### config.mk
export PLATFORM = sky130hd
export DESIGN_NAME = nrz_mac_rx_if
export DESIGN_NICKNAME = d
export VERILOG_FILES = /design/src/rtl/nrz_mac_rx_pkg.sv /design/src/rtl/nrz_bit_timer.sv /design/src/rtl/nrz_gate_cfg.sv /design/src/rtl/nrz_rx_gate_fsm.sv /design/src/rtl/nrz_sqe_fsm.sv /design/src/rtl/nrz_mac_rx_if.sv
export SDC_FILE = /design/constraint.sdc
export NUM_CORES = 1
export LEC_CHECK = 0
export BUFFER_PORTS_ARGS = -buffer_cell sky130_fd_sc_hd__buf_2
export CORE_UTILIZATION = 30
export CTS_CLUSTER_SIZE = 16
export DETAILED_ROUTE_END_ITERATION = 8
export SYNTH_ARGS = -nofsm -noshare
export SYNTH_HDL_FRONTEND = slang
export SYNTH_SLANG_ARGS = --single-unit
### constraint.sdc
create_clock -name clk -period 3.4 [get_ports clk]
set_input_delay 1.02 -clock clk [delete_from_list [all_inputs] [get_ports clk]]
set_output_delay 1.02 -clock clk [all_outputs]
set_load 0.01 [all_outputs]
### src/rtl/nrz_mac_rx_pkg.sv
package nrz_mac_rx_pkg;

    // Receive clock gating states
    typedef enum logic [1:0] {
        RG_STOPPED = 2'd0,
        RG_CARRIER = 2'd1,
        RG_TAIL    = 2'd2,
        RG_FREE    = 2'd3
    } rxg_state_e;

    // SQE test generator states
    typedef enum logic [1:0] {
        SQ_IDLE  = 2'd0,
        SQ_TX    = 2'd1,
        SQ_PULSE = 2'd2
    } sqe_state_e;

    // Mode bit encoding
    localparam logic GATE_FIVE = 1'b1;
    localparam logic GATE_CONT = 1'b0;

endpackage

### src/rtl/nrz_bit_timer.sv
module nrz_bit_timer (
    input  logic clk,
    input  logic rst,
    output logic bnd_o,
    output logic txc_o
);

    logic ph_q;

    // Phase toggles every core clock; phase 1 marks the next edge as a boundary
    always_ff @(posedge clk) begin
        if (rst) begin
            ph_q <= 1'b0;
        end else begin
            ph_q <= ~ph_q;
        end
    end

    assign bnd_o = ph_q;
    assign txc_o = ph_q;


    txc_toggle_chk: assert property (@(posedge clk) disable iff (rst)
        !$past(rst) |-> (txc_o != $past(txc_o)));

endmodule

### src/rtl/nrz_gate_cfg.sv
module nrz_gate_cfg (
    input  logic clk,
    input  logic rst,
    input  logic strap_i,
    input  logic we_i,
    input  logic gate_i,
    output logic gate_five_o
);

    logic mode_q;

    // Strap captured throughout reset; runtime write overrides afterwards
    always_ff @(posedge clk) begin
        if (rst) begin
            mode_q <= strap_i;
        end else if (we_i) begin
            mode_q <= gate_i;
        end
    end

    assign gate_five_o = mode_q;


    strap_load_chk: assert property (@(posedge clk) disable iff (rst)
        $fell(rst) |-> (gate_five_o == $past(strap_i)));


    write_take_chk: assert property (@(posedge clk) disable iff (rst)
        (!$past(rst) && $past(we_i)) |-> (gate_five_o == $past(gate_i)));


    write_hold_chk: assert property (@(posedge clk) disable iff (rst)
        (!$past(rst) && !$past(we_i)) |-> $stable(gate_five_o));

endmodule

### src/rtl/nrz_rx_gate_fsm.sv
module nrz_rx_gate_fsm
    import nrz_mac_rx_pkg::*;
#(
    parameter int TAIL_CYCLES = 5
) (
    input  logic clk,
    input  logic rst,
    input  logic bnd_i,
    input  logic gate_five_i,
    input  logic dval_i,
    input  logic din_i,
    output logic rxc_o,
    output logic rxd_o,
    output logic crs_o
);

    localparam int             CW        = (TAIL_CYCLES > 1) ? $clog2(TAIL_CYCLES) : 1;
    localparam logic [CW-1:0]  TAIL_LAST = CW'(TAIL_CYCLES - 1);

    rxg_state_e    state_q, state_d;
    logic [CW-1:0] cnt_q, cnt_d;
    logic          run_q;
    logic          rxc_q, rxd_q, crs_q;

    // State register: advances only at bit boundaries
    always_ff @(posedge clk) begin
        if (rst) begin
            state_q <= RG_STOPPED;
            cnt_q   <= '0;
        end else if (bnd_i) begin
            state_q <= state_d;
            cnt_q   <= cnt_d;
        end
    end

    // Next state
    always_comb begin
        state_d = state_q;
        cnt_d   = cnt_q;
        unique case (state_q)
            RG_STOPPED: begin
                if (dval_i) begin
                    state_d = RG_CARRIER;
                end else if (gate_five_i == GATE_CONT) begin
                    state_d = RG_FREE;
                end
            end
            RG_CARRIER: begin
                if (!dval_i) begin
                    if (gate_five_i == GATE_FIVE) begin
                        state_d = RG_TAIL;
                        cnt_d   = '0;
                    end else begin
                        state_d = RG_FREE;
                    end
                end
            end
            RG_TAIL: begin
                if (dval_i) begin
                    state_d = RG_CARRIER;
                end else if (gate_five_i == GATE_CONT) begin
                    state_d = RG_FREE;
                end else if (cnt_q == TAIL_LAST) begin
                    state_d = RG_STOPPED;
                end else begin
                    cnt_d = cnt_q + 1'b1;
                end
            end
            RG_FREE: begin
                if (dval_i) begin
                    state_d = RG_CARRIER;
                end else if (gate_five_i == GATE_FIVE) begin
                    state_d = RG_STOPPED;
                end
            end
            default: begin
                state_d = RG_STOPPED;
            end
        endcase
    end

    // Outputs: data and carrier at boundary, clock high in the following slot
    always_ff @(posedge clk) begin
        if (rst) begin
            run_q <= 1'b0;
            rxc_q <= 1'b0;
            rxd_q <= 1'b0;
            crs_q <= 1'b0;
        end else if (bnd_i) begin
            run_q <= (state_d != RG_STOPPED);
            crs_q <= dval_i;
            rxd_q <= dval_i & din_i;
            rxc_q <= 1'b0;
        end else begin
            rxc_q <= run_q;
        end
    end

    assign rxc_o = rxc_q;
    assign rxd_o = rxd_q;
    assign crs_o = crs_q;


    rxc_one_clk_chk: assert property (@(posedge clk) disable iff (rst)
        rxc_q |=> !rxc_q);


    stopped_quiet_chk: assert property (@(posedge clk) disable iff (rst)
        (state_q == RG_STOPPED) |-> (!rxc_q && !rxd_q && !crs_q));


    crs_run_chk: assert property (@(posedge clk) disable iff (rst)
        crs_q |-> run_q);


    tail_bound_chk: assert property (@(posedge clk) disable iff (rst)
        (state_q == RG_TAIL) |-> (cnt_q <= TAIL_LAST));

endmodule

### src/rtl/nrz_sqe_fsm.sv
module nrz_sqe_fsm
    import nrz_mac_rx_pkg::*;
#(
    parameter int SQE_CYCLES = 10
) (
    input  logic clk,
    input  logic rst,
    input  logic bnd_i,
    input  logic tx_en_i,
    input  logic col_det_i,
    output logic col_o
);

    localparam int            SW       = $clog2(SQE_CYCLES + 1);
    localparam logic [SW-1:0] SQE_LAST = SW'(SQE_CYCLES);

    sqe_state_e    state_q, state_d;
    logic [SW-1:0] cnt_q, cnt_d;
    logic          sqe_q, col_live_q;

    // State register
    always_ff @(posedge clk) begin
        if (rst) begin
            state_q <= SQ_IDLE;
            cnt_q   <= '0;
        end else if (bnd_i) begin
            state_q <= state_d;
            cnt_q   <= cnt_d;
        end
    end

    // Next state
    always_comb begin
        state_d = state_q;
        cnt_d   = cnt_q;
        unique case (state_q)
            SQ_IDLE: begin
                if (tx_en_i) begin
                    state_d = SQ_TX;
                end
            end
            SQ_TX: begin
                if (!tx_en_i) begin
                    state_d = SQ_PULSE;
                    cnt_d   = SW'(1);
                end
            end
            SQ_PULSE: begin
                if (cnt_q == SQE_LAST) begin
                    state_d = tx_en_i ? SQ_TX : SQ_IDLE;
                    cnt_d   = '0;
                end else begin
                    cnt_d = cnt_q + 1'b1;
                end
            end
            default: begin
                state_d = SQ_IDLE;
                cnt_d   = '0;
            end
        endcase
    end

    // Outputs
    always_ff @(posedge clk) begin
        if (rst) begin
            sqe_q      <= 1'b0;
            col_live_q <= 1'b0;
        end else if (bnd_i) begin
            sqe_q      <= (state_d == SQ_PULSE);
            col_live_q <= col_det_i;
        end
    end

    assign col_o = col_live_q | sqe_q;


    sqe_from_tx_chk: assert property (@(posedge clk) disable iff (rst)
        $rose(sqe_q) |-> ($past(state_q) == SQ_TX));


    sqe_len_chk: assert property (@(posedge clk) disable iff (rst)
        cnt_q <= SQE_LAST);


    col_hold_chk: assert property (@(posedge clk) disable iff (rst)
        (!$past(rst) && !$past(bnd_i)) |-> $stable(col_live_q));

endmodule

### src/rtl/nrz_mac_rx_if.sv
module nrz_mac_rx_if
    import nrz_mac_rx_pkg::*;
#(
    parameter int NUM_PORTS   = 4,
    parameter int TAIL_CYCLES = 5,
    parameter int SQE_CYCLES  = 10
) (
    input  logic                 clk,
    input  logic                 rst,
    input  logic                 gate_strap_i,
    input  logic                 cfg_we_i,
    input  logic                 cfg_gate_i,
    input  logic [NUM_PORTS-1:0] dec_data_i,
    input  logic [NUM_PORTS-1:0] dec_valid_i,
    input  logic [NUM_PORTS-1:0] col_det_i,
    input  logic [NUM_PORTS-1:0] tx_en_i,
    output logic                 txc_o,
    output logic [NUM_PORTS-1:0] rxc_o,
    output logic [NUM_PORTS-1:0] rxd_o,
    output logic [NUM_PORTS-1:0] crs_o,
    output logic [NUM_PORTS-1:0] col_o
);

    logic bnd;
    logic gate_five;

    nrz_bit_timer u_timer (
        .clk   (clk),
        .rst   (rst),
        .bnd_o (bnd),
        .txc_o (txc_o)
    );

    nrz_gate_cfg u_cfg (
        .clk         (clk),
        .rst         (rst),
        .strap_i     (gate_strap_i),
        .we_i        (cfg_we_i),
        .gate_i      (cfg_gate_i),
        .gate_five_o (gate_five)
    );

    for (genvar p = 0; p < NUM_PORTS; p++) begin : g_port
        nrz_rx_gate_fsm #(
            .TAIL_CYCLES (TAIL_CYCLES)
        ) u_rx (
            .clk         (clk),
            .rst         (rst),
            .bnd_i       (bnd),
            .gate_five_i (gate_five),
            .dval_i      (dec_valid_i[p]),
            .din_i       (dec_data_i[p]),
            .rxc_o       (rxc_o[p]),
            .rxd_o       (rxd_o[p]),
            .crs_o       (crs_o[p])
        );

        nrz_sqe_fsm #(
            .SQE_CYCLES (SQE_CYCLES)
        ) u_sqe (
            .clk       (clk),
            .rst       (rst),
            .bnd_i     (bnd),
            .tx_en_i   (tx_en_i[p]),
            .col_det_i (col_det_i[p]),
            .col_o     (col_o[p])
        );


        rxd_needs_crs_chk: assert property (@(posedge clk) disable iff (rst)
            rxd_o[p] |-> crs_o[p]);
    end

endmodule

==> impl_metrics.yaml, run 1 <==
detailed_routing:
  drtPass1Iterations: 4
  drt_wl_total_microns: 7440
  initialDrtViolationCount: 92
  num_vias: 2978
  wire_per_inst_microns: 12.0
  vias_per_cell: 4.81
  drc: 0
  final_antenna_net_count: 0
sta:
  post-route-min-period_ns: 2.12
  fin_skew_ns: 0.00474
  rsz0062_at_grt: "no"
  hold_viol: 0
  tightest_slew_ns: 0.617
  totalNegativeSetupSlack_ns: 0
  relSlewSlack_pct: 58.8
  fin_hold_ws_ns: 0.460
  fmax_ghz: 0.472
  setup_violations: 0
  period_share_pct: 62.3
  drv_slew: 0
global_routing:
  grt_pass1_wl_microns: 13000
  first_global_vias: 2824
  grt_usage_pct: 12.7
  grt_max_degree: 34
  gr-total-overflow: 0
  grt_antenna_before_repair: 0
job:
  max_cap_viol_count: 0
die:
  die_w_microns: 114
  die_area_sq_um: 12900
  ios: 38
  initial_utilization_pct: 31.0
  die_h_microns: 114
  core_sq_um: 12100
  rows: 40
final_layout:
  final_nets: 497
  area_growth_pct: 13.6
  nFillCells: 1262
  drive_above_1_share_pct: 18.6
  n_antenna_cell: 0
critical_path:
  cpMaxStageDelayCell: "dfxtp_2"
  cp-end-kind: "output pin"
  critPathArrivalTime_ns: 1.10
  worstSetupStartpointType: "flop"
  worst-path-buf-inv: 1
  crit_chain: "buf_2"
  max_stage_delay_ns: 0.55
  worstPathMaxFanout: 14
  path_class: "flop to output pin"
  crit_family: "flip-flops"
  cp.required_ns: 2.38
power:
  cellPowerDensity_nw_per_um2: 468
  ir_drop_mv: 0.248
  leakage_uw: 0.00167
synthesis:
  yosys_most_used_dff: "dfxtp_1"
  synthCells: 425
  synthTopCellsByArea: "dfxtp_1 (37%), ha_1 (10%), a21oi_1 (4.8%)"
  synth.largest_area_cell: "dfxtp_1"
  synth_nets: 476
  synth_warnings: 0
  async_reset_ff_share_pct: 0
  postSynthAreaPerCell_sq_um: 8.81
  synth_top_area_share_pct: 36.9
  synth.distinct_cells: 56
  ys_ff_latch: 70
  ys_seq_area_share_pct: 37.7
  synth_edf_count: 1
  syn_area_sq_um: 3740
clock_network:
  clk_latency_ns: 0.34
  clock_path_buffers: 2
  cts_setup_buffers: 0
  clock_sinks: 70
  htreeDepth: 3
  root_buffer: "clkbuf_16"
  clk_pin_slew_ns: 0.06
  tritoncts: "done"
  cts_hold_buf: 0
  cts_inserted_buffers: 9
  cts_resized: 0
min_path:
  hp-class: "flop to flop"
run_status:
  outcome: "completed"
placed_design:
  routabilityCongestion: 0.726
  portBuffers: 37
  dp_hpwl_microns: 5400
[metal layers]
layer  track usage, %  share of wire (%)
met2             20.6                 46
met5                0                  0
met4             5.00                1.9
met3             3.56                2.9
met1             15.9                 49
[cells in the final DEF (no fill, tap or decap), types with 8 or more instances in the layout]
cell / instances
dfxtp_1: 68
nand3_1: 13
nand2_1: 35
a21oi_1: 36
mux2i_1: 12
nor2_1: 24
buf_2: 37
and2_1: 9
nor2b_1: 10
o21ai_0: 11
o31ai_1: 8
ha_1: 30
clkbuf_16: 10
or4_1: 8
inv_1: 29
[final timing paths]
kind | depth (start not counted) | startpoint | slack, ns | to
worst max register to register | 4 | u_timer.bnd_o | 1.56 | g_port[1].u_rx.cnt_q[2]
worst max-delay path | 1 | u_timer.bnd_o | 1.28 | txc_o
worst min-delay path | 2 | g_port[1].u_rx.rxd_o | 0.46 | g_port[1].u_rx.rxd_o
worst min register to register | 2 | g_port[1].u_rx.rxd_o | 0.46 | g_port[1].u_rx.rxd_o
[registers in the layout (all words and copies together) (netlist names)]
| signal | count |
|---|---|
| g_port.u_sqe.col_live_q | 4 |
| g_port.u_rx.run_q | 4 |
| g_port.u_rx.state_q | 8 |
| g_port.u_rx.cnt_q | 12 |
| g_port.u_sqe.cnt_q | 16 |
| g_port.u_rx.crs_o | 4 |
| g_port.u_rx.rxc_o | 4 |
| u_cfg.gate_five_o | 1 |
| g_port.u_sqe.sqe_q | 4 |
| g_port.u_sqe.state_q | 8 |
| u_timer.bnd_o | 1 |
| g_port.u_rx.rxd_o | 4 |
[stage by stage]
step	cell area (sq um)	power, uW	util (%)	instances	worst slack (ns)
after floorplan	3740	1050	-	425	1.40
after global placement	3960	1090	32.8	603	1.12
after detailed placement	3960	1090	32.8	603	1.07
after CTS	4250	2010	35.3	619	1.26
after global routing	4250	2080	35.3	619	1.23
final	4250	1990	35.3	619	1.28
[final cells by class]
type | count | area (sq um) | area share, %
Multi-Input combinational cell | 296 | 2020 | 47.6
Inverter | 30 | 113 | 2.65
Clock buffer | 11 | 254 | 5.97
Timing Repair Buffer | 39 | 200 | 4.71
Tap cell | 168 | 210 | 4.94
Sequential cell | 70 | 1410 | 33.2
Clock inverter | 5 | 40.0 | 0.941
[report_power, final]
part	switching [uW]	internal, uW	leakage [uW]	total [uW]
registers	25.7	852	0.000572	877
clock network	376	543	0.000134	920
logic	114	78.9	0.000966	193
[cells by family after synthesis]
group	count (synthesis)	share of synthesized area, %
muxes	13	3.51
AOI/OAI and AO/OA	103	18.6
and+or+nand+nor	150	21.9
DFF	70	37.7
buffers and inverters	59	8.22
adders and majority gates	30	10.0
[synthesized netlist by cell type (2+ instances only)]
cell type  instances
a211o_2            4
a21boi_0           2
a21o_1             7
a21oi_1           36
a21oi_2            2
a221oi_1           6
a22o_1             4
a2bb2oi_1          2
a311oi_1           5
a31oi_1            6
and2_1             9
and2b_2            4
buf_2              5
buf_4             17
clkbuf_1           6
dfxtp_1           69
ha_1              30
inv_1             29
mux2i_1           12
nand2_1           35
nand2_2            6
nand3_1           13
nand3b_1           7
nand4_1            2
nor2_1            24
nor2b_1           10
nor3_1             6
nor4_1             3
o2111ai_1          2
o21ai_0           11
o31ai_1            8
or2_2              6
or3_1              7
or4_1              8
No activity file was read; power rests on OpenSTA's default activity.
==> run 2: changes to the inputs <==
- ABC_AREA: default -> 1
- clock period: 3.4 -> 1.8 ns (I/O delays scaled with it)
==> impl_metrics.yaml, run 2 <==
run_status:
  outcome: "completed"
synthesis:
  ys_seq_area_share_pct: 38.3
  yosys_most_used_dff: "dfxtp_1"
  synth_edf_count: 1
  synth_top_area_share_pct: 37.5
  synth_nets: 543
  ys_ff_latch: 70
  yosysMostFrequentCell: "nand2_1"
  postSynthAreaPerCell_sq_um: 7.48
  synthCells: 492
  synthTopCellsByArea: "dfxtp_1 (38%), nand2_1 (12%), ha_1 (10%)"
  synth.distinct_cells: 39
  synth_warnings: 0
  syn_area_sq_um: 3680
  synth_common_cells: "nand2_1 (116), dfxtp_1 (69), inv_1 (63)"
  synth.largest_area_cell: "dfxtp_1"
  async_reset_ff_share_pct: 0
critical_path:
  cp-end-kind: "output pin"
  rrSetupSlack_ns: 0.29
  rr_worst_depth: 8
  worstPathMaxFanout: 6
  reg2reg_to: "g_port[0].u_sqe.cnt_q[3]"
  worstSetupStartpointType: "flop"
  critPathArrivalTime_ns: 1.14
  cp.required_ns: 1.26
  path_class: "flop to output pin"
  reg2reg_from: "g_port[0].u_sqe.state_q[0]"
min_path:
  whs_endpoint: "g_port[3].u_sqe.col_live_q"
  min_from: "col_det_i[3]"
  hp-class: "primary input to flop"
  hold_path_depth: 2
sta:
  period_share_pct: 93.5
  setup_violations: 0
  post-route-min-period_ns: 1.68
  relSlewSlack_pct: 68.9
  setup_slack_ns: 0.116
  drv_slew: 0
  totalNegativeSetupSlack_ns: 0
  hold_viol: 0
  fmax_ghz: 0.594
  fin_skew_ns: 0.00535
  tightest_slew_ns: 0.466
  rsz0062_at_grt: "no"
detailed_routing:
  wire_per_inst_microns: 11.1
  drt_wl_total_microns: 7470
  drtPass1Iterations: 4
  initialDrtViolationCount: 86
  vias_per_cell: 4.51
  num_vias: 3038
  final_antenna_net_count: 0
  drc: 0
clock_network:
  clk_pin_slew_ns: 0.06
  clk_latency_ns: 0.33
  cts_resized: 0
  cts_inserted_buffers: 9
  clock_sinks: 70
  clock_path_buffers: 2
  cts_hold_buf: 0
  htreeDepth: 3
  tritoncts: "done"
  cts_setup_buffers: 0
  root_buffer: "clkbuf_16"
final_layout:
  largest_reg_flops: 16
  layout_commonest_cell: "nand2_1"
  n_antenna_cell: 0
  layout_common_cells: "nand2_1 (116), dfxtp_1 (69), inv_1 (63), nor2_1 (50), buf_2 (37)"
  drive_above_1_share_pct: 14.3
  final_nets: 572
  area_growth_pct: 15.7
  reg.largest.list: "g_port.u_sqe.cnt_q x16, g_port.u_rx.cnt_q x12"
  top_register: "g_port.u_sqe.cnt_q"
  nFillCells: 1239
placed_design:
  dp_hpwl_microns: 5650
  routabilityCongestion: 0.820
  portBuffers: 37
  dp_slack_ns: 0.147
power:
  power_frac_seq_pct: 41.3
  ir_drop_mv: 0.448
  swShare_pct: 24.0
  cellPowerDensity_nw_per_um2: 945
  switchingPower_uw: 967
  intPower_uw: 3060
  pwr-share-comb_pct: 9.3
  power_uw: 4030
  leakage_uw: 0.00199
  clock_power_share_pct: 49.5
die:
  initial_utilization_pct: 30.8
  die_h_microns: 113
  core_sq_um: 12000
  die_area_sq_um: 12700
  ios: 38
  rows: 40
  die_w_microns: 113
global_routing:
  grt_pass1_wl_microns: 12500
  gr-total-overflow: 0
  first_global_vias: 2759
  grt_max_degree: 19
  grt_usage_pct: 12.5
  grt_antenna_before_repair: 0
job:
  max_cap_viol_count: 0
-- run 2: layer usage --
| layer | wire length [microns] | vias up | track usage [%] |
|---|---|---|---|
| met3 | 318 | 9 | 3.16 |
| li1 | - | 1616 | - |
| met4 | 108 | 0 | 5.16 |
| met5 | 0 | - | 0 |
| met2 | 3390 | 53 | 20.5 |
| met1 | 3650 | 1360 | 15.6 |
-- run 2: metrics by stage --
step | cell area, sq um | hold WS, ns | util (%) | std cells
after floorplan | 3680 | 0.401 | - | 492
after global placement | 3920 | 0.411 | 32.8 | 657
after detailed placement | 3920 | 0.414 | 32.8 | 657
after CTS | 4260 | 0.404 | 35.6 | 673
after global routing | 4260 | 0.415 | 35.6 | 673
final | 4260 | 0.420 | 35.6 | 673
-- run 2: worst max-delay path by stage --
| stage | start | end | slack (ns) | depth (start not counted) |
|---|---|---|---|---|
| floorplan | rst | g_port[0].u_rx.rxd_o | 0.46 | 6 |
| global placement | rst | g_port[0].u_rx.state_q[1] | 0.23 | 6 |
| detailed placement | rst | g_port[0].u_rx.state_q[1] | 0.15 | 6 |
| CTS | u_timer.bnd_o | txc_o | 0.09 | 2 |
| global route | u_timer.bnd_o | g_port[0].u_rx.cnt_q[0] | 0.05 | 6 |
| finish | u_timer.bnd_o | txc_o | 0.12 | 2 |
-- run 2: cells by family (layout without fill, tap and decap cells) --
| group | Yosys count | count (layout) | share of synthesized area, % |
|---|---|---|---|
| AND/OR/NAND/NOR | 210 | 210 | 24.7 |
| buffers and inverters | 90 | 124 | 11.8 |
| AO/OA/AOI/OAI | 83 | 83 | 12.8 |
| flip-flops | 70 | 70 | 38.3 |
| adder cells (fa/ha/maj) | 30 | 30 | 10.2 |
| XOR/XNOR | 9 | 9 | 2.14 |
-- run 2: worst max-delay path, stage by stage (launching register included) --
cell	delay (ns)
dfxtp_1	0.45
buf_4	0.22
buf_2	0.15
-- run 2: layout make-up --
type                    count  area (sq um)  share of cell area (%)
clock buffers              10           250                    5.87
clock inverters             6          92.6                    2.17
inverters                  65           244                    5.73
multi-input cells         332          1840                    43.1
flip-flops and latches     70          1410                    33.1
well taps                 147           184                    4.32
repair buffers             43           243                    5.70
-- run 2: power by group through the flow --
stage / Clock [uW] / Combinational [uW] / Sequential [uW]
floorplan: 0 / 294 / 1680
global route: 2120 / 429 / 1670
global placement: 0 / 367 / 1700
CTS: 2050 / 379 / 1660
finish: 1990 / 374 / 1660
detailed placement: 0 / 377 / 1700
